`src/rtl/ioroute_pkg.sv`:
```
package ioroute_pkg;

    typedef enum logic [1:0] {
        ATTR_DND  = 2'b00,
        ATTR_VGA  = 2'b01,
        ATTR_CB   = 2'b10,
        ATTR_RSVD = 2'b11
    } route_attr_t;

    typedef enum logic [1:0] {
        RS_IDLE  = 2'b00,
        RS_FWD   = 2'b01,
        RS_ABORT = 2'b10
    } route_state_t;

endpackage

```
`src/rtl/ioroute_window.sv`:
```
module ioroute_window #(
    parameter int ADDR_W    = 16,
    parameter int BLK_SHIFT = 12,
    localparam int BLK_W    = ADDR_W - BLK_SHIFT
) (
    input  logic [ADDR_W-1:0] addr,
    input  logic [BLK_W-1:0]  base_blk,
    input  logic [BLK_W-1:0]  limit_blk,
    output logic              hit
);

    logic [BLK_W-1:0] addr_blk;

    always_comb begin
        addr_blk = addr[ADDR_W-1:BLK_SHIFT];
        hit      = (addr_blk >= base_blk) && (addr_blk <= limit_blk);
    end

endmodule

```
`src/rtl/ioroute_select.sv`:
```
module ioroute_select
    import ioroute_pkg::*;
#(
    parameter int LINK_W = 2
) (
    input  route_attr_t       attr,
    input  logic              inbound,
    input  logic              is_cfg,
    input  logic [LINK_W-1:0] vga_link,
    input  logic              vga_link_vld,
    input  logic              cb_en,
    input  logic [LINK_W-1:0] cb_link,
    input  logic              win_hit,
    input  logic [LINK_W-1:0] win_link,
    output logic              go_fwd,
    output logic [LINK_W-1:0] link
);

    logic              attr_ok;
    logic [LINK_W-1:0] attr_link;

    always_comb begin
        attr_ok   = 1'b0;
        attr_link = '0;
        unique case (attr)
            ATTR_VGA: begin
                attr_ok   = vga_link_vld;
                attr_link = vga_link;
            end
            ATTR_CB: begin
                attr_ok   = cb_en;
                attr_link = cb_link;
            end
            ATTR_DND: begin
                attr_ok   = win_hit;
                attr_link = win_link;
            end
            ATTR_RSVD: begin
                attr_ok   = 1'b0;
                attr_link = '0;
            end
            default: begin
                attr_ok   = 1'b0;
                attr_link = '0;
            end
        endcase
        // Inbound I/O and configuration cycles never reach a link.
        go_fwd = attr_ok && !inbound && !is_cfg;
        link   = go_fwd ? attr_link : '0;
    end

endmodule

```
`src/rtl/ioroute_top.sv`:
```
module ioroute_top
    import ioroute_pkg::*;
#(
    parameter int ADDR_W    = 16,
    parameter int LINK_W    = 2,
    parameter int BLK_SHIFT = 12,
    localparam int BLK_W    = ADDR_W - BLK_SHIFT
) (
    input  logic              clk,
    input  logic              rst_n,
    input  logic              req_valid,
    input  logic [1:0]        req_attr,
    input  logic [ADDR_W-1:0] req_addr,
    input  logic              req_inbound,
    input  logic              req_cfg,
    input  logic [LINK_W-1:0] vga_link,
    input  logic              vga_link_vld,
    input  logic              cb_en,
    input  logic [LINK_W-1:0] cb_link,
    input  logic [BLK_W-1:0]  win_base,
    input  logic [BLK_W-1:0]  win_limit,
    input  logic [LINK_W-1:0] win_link,
    output logic              fwd_stb,
    output logic [LINK_W-1:0] fwd_link,
    output logic              abort_stb
);

    route_state_t      state, state_nxt;
    logic [LINK_W-1:0] link_q, link_nxt;
    logic              win_hit;
    logic              sel_fwd;
    logic [LINK_W-1:0] sel_link;

    ioroute_window #(
        .ADDR_W    (ADDR_W),
        .BLK_SHIFT (BLK_SHIFT)
    ) u_window (
        .addr      (req_addr),
        .base_blk  (win_base),
        .limit_blk (win_limit),
        .hit       (win_hit)
    );

    ioroute_select #(
        .LINK_W (LINK_W)
    ) u_select (
        .attr         (route_attr_t'(req_attr)),
        .inbound      (req_inbound),
        .is_cfg       (req_cfg),
        .vga_link     (vga_link),
        .vga_link_vld (vga_link_vld),
        .cb_en        (cb_en),
        .cb_link      (cb_link),
        .win_hit      (win_hit),
        .win_link     (win_link),
        .go_fwd       (sel_fwd),
        .link         (sel_link)
    );

    // Next-state decision: every accepted request lands in FWD or ABORT.
    always_comb begin
        state_nxt = RS_IDLE;
        link_nxt  = '0;
        if (req_valid) begin
            if (sel_fwd) begin
                state_nxt = RS_FWD;
                link_nxt  = sel_link;
            end else begin
                state_nxt = RS_ABORT;
            end
        end
    end

    always_ff @(posedge clk or negedge rst_n) begin
        if (!rst_n) begin
            state  <= RS_IDLE;
            link_q <= '0;
        end else begin
            state  <= state_nxt;
            link_q <= link_nxt;
        end
    end

    always_comb begin
        fwd_stb   = 1'b0;
        abort_stb = 1'b0;
        fwd_link  = '0;
        unique case (state)
            RS_IDLE: ;
            RS_FWD: begin
                fwd_stb  = 1'b1;
                fwd_link = link_q;
            end
            RS_ABORT: abort_stb = 1'b1;
            default: ;
        endcase
    end

    // never both strobes
    a_r2_excl_strobes: assert property (@(posedge clk) disable iff (!rst_n)
        !(fwd_stb && abort_stb));
    // an accepted request yields a strobe in the next cycle
    a_r2_one_response: assert property (@(posedge clk) disable iff (!rst_n)
        req_valid |=> (fwd_stb || abort_stb));
    a_r2_quiet_idle: assert property (@(posedge clk) disable iff (!rst_n)
        !req_valid |=> (!fwd_stb && !abort_stb));
    a_r3_inbound_abort: assert property (@(posedge clk) disable iff (!rst_n)
        (req_valid && req_inbound) |=> abort_stb);
    a_r4_cfg_abort: assert property (@(posedge clk) disable iff (!rst_n)
        (req_valid && req_cfg) |=> abort_stb);
    a_r5_vga_fwd: assert property (@(posedge clk) disable iff (!rst_n)
        (req_valid && !req_inbound && !req_cfg && req_attr == 2'b01 && vga_link_vld)
        |=> (fwd_stb && fwd_link == $past(vga_link)));
    a_r6_vga_abort: assert property (@(posedge clk) disable iff (!rst_n)
        (req_valid && req_attr == 2'b01 && !vga_link_vld) |=> abort_stb);
    a_r7_cb_fwd: assert property (@(posedge clk) disable iff (!rst_n)
        (req_valid && !req_inbound && !req_cfg && req_attr == 2'b10 && cb_en)
        |=> (fwd_stb && fwd_link == $past(cb_link)));
    a_r8_cb_abort: assert property (@(posedge clk) disable iff (!rst_n)
        (req_valid && req_attr == 2'b10 && !cb_en) |=> abort_stb);
    a_r10_empty_window: assert property (@(posedge clk) disable iff (!rst_n)
        (req_valid && req_attr == 2'b00 && win_base > win_limit) |=> abort_stb);
    a_r11_rsvd_abort: assert property (@(posedge clk) disable iff (!rst_n)
        (req_valid && req_attr == 2'b11) |=> abort_stb);
    a_r12_link_zero: assert property (@(posedge clk) disable iff (!rst_n)
        !fwd_stb |-> (fwd_link == '0));

endmodule

```
`config.mk`:
```
export PLATFORM = sky130hd
export DESIGN_NAME = ioroute_top
export DESIGN_NICKNAME = d
export VERILOG_FILES = /design/src/rtl/ioroute_pkg.sv /design/src/rtl/ioroute_window.sv /design/src/rtl/ioroute_select.sv /design/src/rtl/ioroute_top.sv
export SDC_FILE = /design/constraint.sdc
export NUM_CORES = 1
export LEC_CHECK = 0
export CAP_MARGIN = 25
export CORE_ASPECT_RATIO = 1.1
export CORE_MARGIN = 2
export CORE_UTILIZATION = 30
export DETAILED_ROUTE_END_ITERATION = 16
export PLACE_DENSITY = 0.82
export SYNTH_ARGS = -nofsm -noshare
export SYNTH_HDL_FRONTEND = slang
export SYNTH_SLANG_ARGS = --single-unit
export TNS_END_PERCENT = 10
```
`constraint.sdc`:
```
create_clock -name clk -period 1.2 [get_ports clk]
set_clock_uncertainty 0.05 [all_clocks]
set_input_delay 0.18 -clock clk [delete_from_list [all_inputs] [get_ports clk]]
set_output_delay 0.18 -clock clk [all_outputs]
set_load 0.03 [all_outputs]
```
# --- Word level (Yosys, flattened, before mapping) ---
# Index checks and enable logic that the tools add are counted.
classes:
  n_mux: 9
  n_reduce_logical: 6
  n_eq_ne: 5
  magnitude_cmp: 2
op_table:
  columns: ["operator", "count"]
  rows:
  - ["$mux W2", 5]
  - ["$pmux W2 S4", 1]
  - ["$eq A2 B2 Y1 const B", 3]
  - ["$eq A2 B1 Y1 const B", 2]
  - ["$ge A4 B4 Y1", 1]
  - ["$le A4 B4 Y1", 1]
  - ["$pmux W1 S4", 1]
  - ["$logic_and A1 B1 Y1", 3]
  - ["$logic_not A1 Y1", 2]
  - ["$logic_not A2 Y1", 1]
  - ["$mux W1", 2]
word_totals:
  inputBits: 39
  reg_bits: 4

# --- Longest topological paths before layout ---
# Gate-level depths: netlist of run 1.
depth:
  ltp_word: 7
  depth_mapped: 6
  mapped_depth_nobuf: 6

# --- By module ---
# A second synthesis of run 1 with hierarchy kept.
unflattened:
  hier_cells: 50
  area_unflattened_um2: 447.9
modules_own_cells:
  columns: ["module", "instances", "seq_area_each_um2", "cells_each", "area_each_um2"]
  rows:
  - ["ioroute_window", 1, 0.0, 26, 196.4]
  - ["ioroute_top", 1, 100.1, 12, 155.1]
  - ["ioroute_select", 1, 0.0, 12, 96.3]

# --- Worst setup path before layout of run 1 ---
# Ideal clock, no wire load.
synth_path:
  path_kind: "input port to flip-flop"
  from: "input port win_limit[3]"
  to: "register state[1]"
  required_ps: 1021
  setup_time_ps: 129
  arrival_time_ps: 1347
  setup_slack_ps: -327
  cell_stages: 5
  n_path_buf: 0
  path_cell_list: "inv_1 > ha_1 > a2111oi_0 > a211oi_1 > o41a_1"
synth_via:
  elab_chain_cells: 7
synth_lines:
  columns: ["item", "line_no", "source"]
  rows:
  - ["start: declaration", "ioroute_top.sv:21", "input logic [BLK_W-1:0] win_limit,"]
  - ["$le A4 B4 Y1", "ioroute_window.sv:16", "hit = (addr_blk >= base_blk) && (addr_blk <= limit_blk);"]
  - ["$logic_and A1 B1 Y1", "ioroute_window.sv:16", null]
  - ["$pmux W1 S4", "ioroute_select.sv:25", "unique case (attr)"]
  - ["$logic_and A1 B1 Y1 (2 in series)", "ioroute_select.sv:48", "go_fwd = attr_ok && !inbound && !is_cfg;"]
  - ["$mux W2", "ioroute_top.sv:65", "if (sel_fwd) begin"]
  - ["$mux W2", "ioroute_top.sv:64", "if (req_valid) begin"]
  - ["net state_nxt[1]", "ioroute_top.sv:28", "route_state_t state, state_nxt;"]
  - ["end signal: assignment", "ioroute_top.sv:79", "state <= state_nxt;"]
  - ["end: declaration", "ioroute_top.sv:28", null]
# The timed path passes the listed nets, and every way through them passes these cells.

# --- Worst setup path in the final report of run 1 ---
layout_path:
  from: "input port win_limit[1]"
  to: "register state[1]"
# Same word-level chain as after synthesis.

==> results.md, run 1 <==
* Fraction of layout cells with a size suffix above 1 at 0.442
* Core area at 0.00135 mm2
* Synth Area in Simple Gates at 0.219
* Slowest CP cell: o41a_1
* Worst endpoint required time at 1250 ps
* ANT cells at 0
* I/O Buffers at 30
* GRT Overall Usage at 0.158
* DRC Markers at 0
* Crit path kind: input pin to flop
* Switching Fraction at 0.269
* Max-slew violations at 0
* Fin nets at 135
* P per Cell Area at 599 mW/mm2
* Post-Synth XOR/XNOR Area at 0
* Syn Nets at 95
* ANT nets after route at 0
* Clk sinks at 4
* Synth Area in Compound Gates at 0.207
* Register area share after synthesis at 0.233
* Crit path capture type: flop
* Final min period at 1330 ps
* Total power at 0.551 mW
* Crit path cell chain: clkdlybuf4s15_2 > inv_2 > ha_4 > nor2b_1 > o211ai_1 > a211oi_2 > o41a_1
* Post-synth cell types at 22
* Status: finished with violations
* Area Growth Syn to Fin at 114%
* CTS Buf Count at 3
* Max-Cap Viols at 0
* RSZ-0062 raised after global routing: true
* Largest family of logic cells by synthesized area: adder cells
* Post-Synthesis Cells at 48
* Sequential Power Share at 0.258
* Finished Layout Cells at 102
* Tcrit/Tclk final at 1.11
* Syn_area_per_cell at 8.94 um2
* Post-detailed-route via-to-cell ratio at 4.75
* Setup violators final at 6
* Initial Util at 0.318
* H-tree depth at 1
* Comb power frac at 0.456
* CP Max Fanout at 4
* Clock share of power at 0.286
* Synth Area in Adders at 0.233
* Largest net degree at the start of global routing at 5
* IO Pins at 43
* WL/cell at 11.1 um
* Relative slew slack at 0.799
* Die Ht at 43.7 um
* Initial antenna violation count at 0
* CP arrival at 1380 ps
* CTS tree: done
* CP top delay family: compound AO/OA/AOI/OAI gates
* Clk buf depth at 2
* TritonRoute pass-1 iters at 3
* Critical path launch point type: input pin
* Cell Area, Synth at 429 um2
* Row count at 14
* Post-synthesis mux area share at 0.0466
* P_int at 0.403 mW
* Fin worst setup slack at -128 ps
* Hpwl dp at 1.07 mm
* Hold Violations, Final at 0
* Failing checks: negative setup slack
* Max Clock Freq at 753 MHz
* Placed insts at 99
* DRT iter0 DRCs at 2
* Post-synthesis register bit count at 4
* First-pass GRT wire length at 1.93 mm
* Worst path bufs/invs at 2
* Worst-path clk slew at 40 ps
* Hold Crit Class: input pin to asynchronous set/reset pin
* Vias at 485
* P_leak at 0.407 nW
* Routed WL at 1.13 mm
* Gpl congestion at 0.703
* CP max stage delay at 330 ps
* Total grt overflow at 0
* Slew at the pin closest to its max-slew limit at 301 ps
* Switching power total at 0.148 mW
* Vias in the first global route at 508
* VDD IR max at 0.239 mV
* Die ar. at 0.00175 mm2
* YS warnings at 0
* Die Width at 40.1 um
* Root Buffer: clkbuf_4
## power groups by stage
| stage | sequential [mW] | combinational (mW) | clock [mW] |
|---|---|---|---|
| final | 0.142 | 0.251 | 0.157 |
| after global routing | 0.142 | 0.275 | 0.173 |
| after CTS | 0.142 | 0.255 | 0.164 |
| after detailed placement | 0.143 | 0.253 | 0 |
| after global placement | 0.142 | 0.245 | 0 |
| after floorplan | 0.142 | 0.112 | 0 |
## state kept, by name, summed over array words and instances (netlist names)
signal and cells:
link_q 2, state 2
## final timing paths
| kind | cells after the start | to | startpoint |
|---|---|---|---|
| min in group clk | 4 | state[0] | req_addr[15] |
| max in group asynchronous | 1 | state[0] | rst_n |
| worst max-delay path | 7 | state[1] | win_limit[1] |
| worst min-delay path | 1 | link_q[0] | rst_n |
## placed cells by master (no fill, tap or decap), drive strengths merged
cell and instances:
ha 8, nor2b 4, a2111oi 1, nor3 2, nor2 3, a211oi 2, o41a 1, nand4 1
mux2i 2, nand2 2, inv 7, o211ai 1, o2bb2ai 1, nand2b 1, a211o 1, clkdlybuf4s15 4
dlygate4sd2 4, a21oi 2, clkbuf 3, and2 2, clkdlybuf4s50 12, o21a 1, nor4 2, buf 15
dfrtp 4
## layer usage
layer,wire length (um),track usage,vias up
met5,0,0,-
met4,0,0.0621,0
met3,86,0.00513,0
met2,659,0.313,21
met1,386,0.159,212
li1,-,-,252
## cells in the mapped netlist, drive strengths merged
cell | number | area, um2
nand2 | 2 | 7.51
ha | 8 | 100
nor4 | 2 | 12.5
nor3 | 2 | 10.0
o41a | 1 | 11.3
a21oi | 2 | 10.0
o21a | 1 | 7.51
inv | 7 | 26.3
a211o | 1 | 8.76
o211ai | 1 | 7.51
a2111oi | 1 | 8.76
dfrtp | 4 | 100
nor2 | 3 | 11.3
a211oi | 2 | 20.0
and2 | 2 | 12.5
o2bb2ai | 1 | 15.0
nand4 | 1 | 6.26
mux2i | 2 | 20.0
nand2b | 1 | 6.26
nor2b | 4 | 27.5
## area by class of cell
cell class | instances | area [um2]
fillers | 110 | 429
multi-input cells | 37 | 402
flip-flops and latches | 4 | 100
well taps | 16 | 20.0
inverters | 7 | 36.3
repair buffers | 35 | 339
clock buffers | 3 | 22.5
## metrics by stage
stage               area [um2]  TNS (ps)  worst slack [ps]   util  hold slack [ps]
CTS                        920      -399              -116  0.682              104
finish                     920      -411              -128  0.682              104
global route               920      -809              -189  0.682              120
detailed placement         861     -3260              -829  0.638              344
floorplan                  513      -657              -142      -             -166
global placement           861     -3080              -785  0.638              340
## what timing repair did
action	CTS	global route
setup buffers	0	0
endpoints found under the setup margin	6	6
pin swaps	20	0
hold buffers	0	0
resized for setup	54	0
## logic make-up after synthesis
kind of cell    after synthesis
simple gates                 17
compound gates               10
fa+ha+maj                     8
buf+inv                       7
flops                         4
mux                           2
(Power assumes the default switching activity.)
==> run 2: changes to the inputs <==
Clock period 1.2 ns to 1.6 ns, I/O delays scaled along.
==> results.md, run 2 (synthesized netlist as in run 1, its figures left out) <==
* Largest net degree at the start of global routing at 5 (unchanged)
* Core area at 0.00135 mm2 (unchanged)
* CP Max Fanout at 4 (unchanged)
* DRT iter0 DRCs at 7 (+5)
* CTS Buf Count at 3 (unchanged)
* P per Cell Area at 452 mW/mm2 (-25%)
* Relative slew slack at 0.797 (-0.00208)
* H-tree depth at 1 (unchanged)
* CP arrival at 1650 ps (+270 ps)
* CTS tree: done
* Area Growth Syn to Fin at 130%
* IO Pins at 43 (unchanged)
* ANT nets after route at 0 (unchanged)
* Hold Crit Class: input pin to asynchronous set/reset pin
* CP max stage delay at 380 ps (+50 ps)
* Crit path cell chain: clkdlybuf4s15_1 > inv_2 > buf_4 > ha_4 > nand4_1 > nor3_2 > a211oi_2 > o41a_1
* Hold WS at 150 ps (+46.1 ps)
* I/O Buffers at 30 (unchanged)
* Row count at 14 (unchanged)
* Place WS at -586 ps (+243 ps)
* Post-detailed-route via-to-cell ratio at 5.12 (+7.7%)
* Initial antenna violation count at 0 (unchanged)
* Fin worst setup slack at 6.52 ps (+135 ps)
* Total power at 0.446 mW (-19%)
* First-pass GRT wire length at 2.01 mm (+4.6%)
* Clk sinks at 4 (unchanged)
* ANT cells at 0 (unchanged)
* Commonest cells after routing, fill and taps aside: clkdlybuf4s50_1 (12), buf_4 (11), dlymetal6s2s_1 (9), ha_4 (6), inv_2 (5)
* Hold Violations, Final at 0 (unchanged)
* Tcrit/Tclk final at 0.996
* Clk buf depth at 2 (unchanged)
* Max-slew violations at 0 (unchanged)
* Worst endpoint required time at 1660 ps (+410 ps)
* Worst-path clk slew at 40 ps (about the same)
* Initial Util at 0.318 (unchanged)
* Hpwl dp at 936 um (-13%)
* WL/cell at 13.1 um (+18%)
* Total grt overflow at 0 (unchanged)
* Die Ht at 43.7 um (unchanged)
* Fraction of layout cells with a size suffix above 1 at 0.367 (-0.0752)
* GRT Overall Usage at 0.168 (+0.00957)
* P_leak at 0.494 nW (+21%)
* Root Buffer: clkbuf_4
* Slew at the pin closest to its max-slew limit at 304 ps (+3.11 ps)
* Setup violators final at 0 (-6)
* Final min period at 1590 ps
* Vias in the first global route at 525 (+3.3%)
* # fillers at 87 (-21%)
* Max-Cap Viols at 0 (unchanged)
* Gpl congestion at 0.698 (-0.67%)
* Max Clock Freq at 628 MHz
* Commonest non-fill, non-tap cell in the layout: clkdlybuf4s50_1
* Fin nets at 139 (+3.0%)
* VDD IR max at 0.295 mV (+24%)
* Crit path kind: input pin to flop
* Status: complete, no violations
* Routed WL at 1.39 mm (+23%)
* Vias at 543 (+12%)
* Crit path capture type: flop
* TritonRoute pass-1 iters at 4 (+1)
* Slowest CP cell: o41a_1
* Die ar. at 0.00175 mm2 (unchanged)
* CP startpoint: req_addr[12]
* Die Width at 40.1 um (unchanged)
* DRC Markers at 0 (unchanged)
* Hold-fix buffers, CTS at 0 (unchanged)
* Top Registers: link_q x2, state x2
* Critical path launch point type: input pin
run 2: what timing repair did:
| item | 4_1_cts | 5_1_grt |
|---|---|---|
| endpoints found under the setup margin | 6 | 4 |
| buffers inserted | 1 | 1 |
| resized for setup | 14 | 30 |
| pin swaps | 8 | 11 |
run 2: cell type report:
type | instances | area [um2] | area share
flip-flops and latches | 4 | 100 | 0.102
well taps | 16 | 20.0 | 0.0203
clock buffers | 3 | 22.5 | 0.0228
inverters | 7 | 26.3 | 0.0266
multi-input cells | 37 | 439 | 0.445
repair buffers | 39 | 378 | 0.383
run 2: path summary, 6_finish.rpt:
| check | endpoint | cells after the start |
|---|---|---|
| setup / recovery | state[1] | 8 |
| hold / removal | state[0] | 1 |
| max in group asynchronous | link_q[0] | 1 |
| min in group clk | state[1] | 2 |
run 2: through the flow:
step	area, um2	utilization	TNS [ps]	cells
global route	986	0.731	-59.2	106
floorplan	429	-	0	48
finish	986	0.731	0	106
CTS	865	0.641	-269	105
global placement	797	0.591	-1880	101
detailed placement	797	0.591	-2030	101
run 2: critical path, delay by kind of cell:
| kind | cells | cell delay (ps) |
|---|---|---|
| adder cells (fa/ha/maj) | 1 | 250 |
| AO/OA/AOI/OAI | 2 | 470 |
| buffers and inverters | 3 | 360 |
| AND/OR/NAND/NOR | 2 | 350 |
run 2: layer usage:
metal	vias to the layer above	global-route usage	share of wire
li1	258	-	-
met1	248	0.173	0.38
met2	31	0.284	0.52
met3	6	0.0615	0.070
met4	0	0.0828	0.028
met5	-	0	0
run 2: report_power, final:
part	switching (mW)	internal [mW]	leakage (nW)
registers	0.000877	0.104	0.0535
logic	0.0890	0.128	0.427
clock network	0.0397	0.0838	0.0138
total	0.130	0.316	0.494
==> run 3: changes to the inputs <==
Settings changed: SKIP_LAST_GASP from default to 1.
==> results.md, run 3 (synthesized netlist as in run 1, its figures left out) <==
* Status: finished with violations
* Failing checks: negative setup slack
* WL/cell at 12.6 um (-3.8%)
* Commonest cells after routing, fill and taps aside: clkdlybuf4s50_1 (16), buf_4 (11), dlymetal6s2s_1 (7)
* Total power at 0.437 mW (-2.0%)
* Die Ht at 43.7 um (unchanged)
* CP top delay family: compound AO/OA/AOI/OAI gates
* Max Clock Freq at 591 MHz (-5.9%)
* Setup violators final at 2 (+2)
* DRC Markers at 0 (unchanged)
* Vias at 536 (-1.3%)
* Die Width at 40.1 um (unchanged)
* Initial antenna violation count at 0 (unchanged)
* Crit path cell chain: clkdlybuf4s50_1 > ha_1 > nand4_1 > nor3_2 > a211oi_2 > o41a_1
* Hpwl dp at 936 um (unchanged)
* Slew at the pin closest to its max-slew limit at 317 ps (+12.6 ps)
* CTS tree: done
* Hold WS at 150 ps (-0.426 ps)
* Routed WL at 1.34 mm (-3.8%)
* Top Registers: link_q x2, state x2
* Crit path capture type: flop
* Fraction of layout cells with a size suffix above 1 at 0.289 (-0.0778)
* H-tree depth at 1 (unchanged)
* RSZ-0062 raised after global routing: true
* Post-detailed-route via-to-cell ratio at 5.06 (-1.3%)
* CP max stage delay at 410 ps (+30 ps)
* # fillers at 96 (+10%)
* DP Area at 797 um2 (unchanged)
* Row count at 14 (unchanged)
* CTS Buf Count at 3 (unchanged)
* First-pass GRT wire length at 2.01 mm (-0.35%)
* P per Cell Area at 465 mW/mm2 (+2.8%)
* CP Max Fanout at 4 (unchanged)
* Root Buffer: clkbuf_4
* CP arrival at 1750 ps (+100 ps)
* Die ar. at 0.00175 mm2 (unchanged)
* Post-route cell area at 940 um2 (-4.7%)
* Vias in the first global route at 526 (+0.19%)
* Fin worst setup slack at -93.1 ps (-99.6 ps)
* TritonRoute pass-1 iters at 4 (unchanged)
* DRT iter0 DRCs at 2 (-5)
* Largest net degree at the start of global routing at 5 (unchanged)
* Slowest CP cell: clkdlybuf4s50_1
* Max-Cap Viols at 0 (unchanged)
* Max-slew violations at 0 (unchanged)
* Clk buf depth at 2 (unchanged)
* Tcrit/Tclk final at 1.06 (+0.0622)
* Commonest non-fill, non-tap cell in the layout: clkdlybuf4s50_1
* Relative slew slack at 0.789 (-0.00838)
* Crit path kind: input pin to flop
* GRT Overall Usage at 0.168 (unchanged)
* Hold Crit Class: input pin to asynchronous set/reset pin
* Fin nets at 139 (unchanged)
* I/O Buffers at 30 (unchanged)
* Worst path bufs/invs at 1 (-2)
* P_leak at 0.477 nW (-3.5%)
* VDD IR max at 0.296 mV (+0.21%)
* ANT nets after route at 0 (unchanged)
* Critical path launch point type: input pin
* Area Growth Syn to Fin at 119%
* Final min period at 1690 ps (+99.6 ps)
* Worst endpoint required time at 1660 ps (about the same)
* Initial Util at 0.318 (unchanged)
* Hold Violations, Final at 0 (unchanged)
* Hold-fix buffers, CTS at 0 (unchanged)
* Worst-path clk slew at 40 ps (about the same)
* IO Pins at 43 (unchanged)
* ANT cells at 0 (unchanged)
* Clk sinks at 4 (unchanged)
* Total grt overflow at 0 (unchanged)
* Core area at 0.00135 mm2 (unchanged)
* Gpl congestion at 0.698 (unchanged)
==> run 3: per-stage QoR <==
stage	cells	setup TNS [ps]	utilization	setup WS (ps)
2_1_floorplan	48	0	-	13.4
3_3_place_gp	101	-1880	0.591	-537
3_5_place_dp	101	-2030	0.591	-586
4_1_cts	105	-402	0.641	-134
5_1_grt	106	-353	0.697	-145
6_report	106	-97.8	0.697	-93.1
==> run 3: worst max-delay path by stage <==
| stage | start | end | cells after the start |
|---|---|---|---|
| finish | win_limit[0] | state[1] | 6 |
| global route | win_limit[0] | state[1] | 6 |
| CTS | req_addr[13] | state[1] | 6 |
| detailed placement | win_limit[3] | state[1] | 6 |
| global placement | win_limit[3] | state[1] | 6 |
| floorplan | win_limit[3] | state[1] | 5 |
==> run 3: final cells by class <==
class / count / area [um2] / share of cell area
Sequential cell: 4 / 100 / 0.107
Inverter: 7 / 26.3 / 0.0280
Timing Repair Buffer: 39 / 374 / 0.398
Tap cell: 16 / 20.0 / 0.0213
Multi-Input combinational cell: 37 / 397 / 0.422
Clock buffer: 3 / 22.5 / 0.0240
==> run 3: power breakdown <==
group	total, mW	leakage [nW]	internal [mW]	switching [mW]
Clock	0.124	0.0138	0.0838	0.0403
Combinational	0.207	0.409	0.124	0.0834
Sequential	0.105	0.0535	0.104	0.000877
==> run 3: layer usage <==
layer	global-route usage	wire length, um	vias up
met5	0	0	-
met2	0.287	691	33
li1	-	-	257
met3	0.0615	96	8
met1	0.170	485	238
met4	0.0828	63	0
==> run 3: what timing repair did <==
item	in CTS	in global routing
pin swaps	8	9
setup buffers	1	1
gates resized for setup	11	15
endpoints found under the setup margin	6	5
hold endpoints to repair	0	0
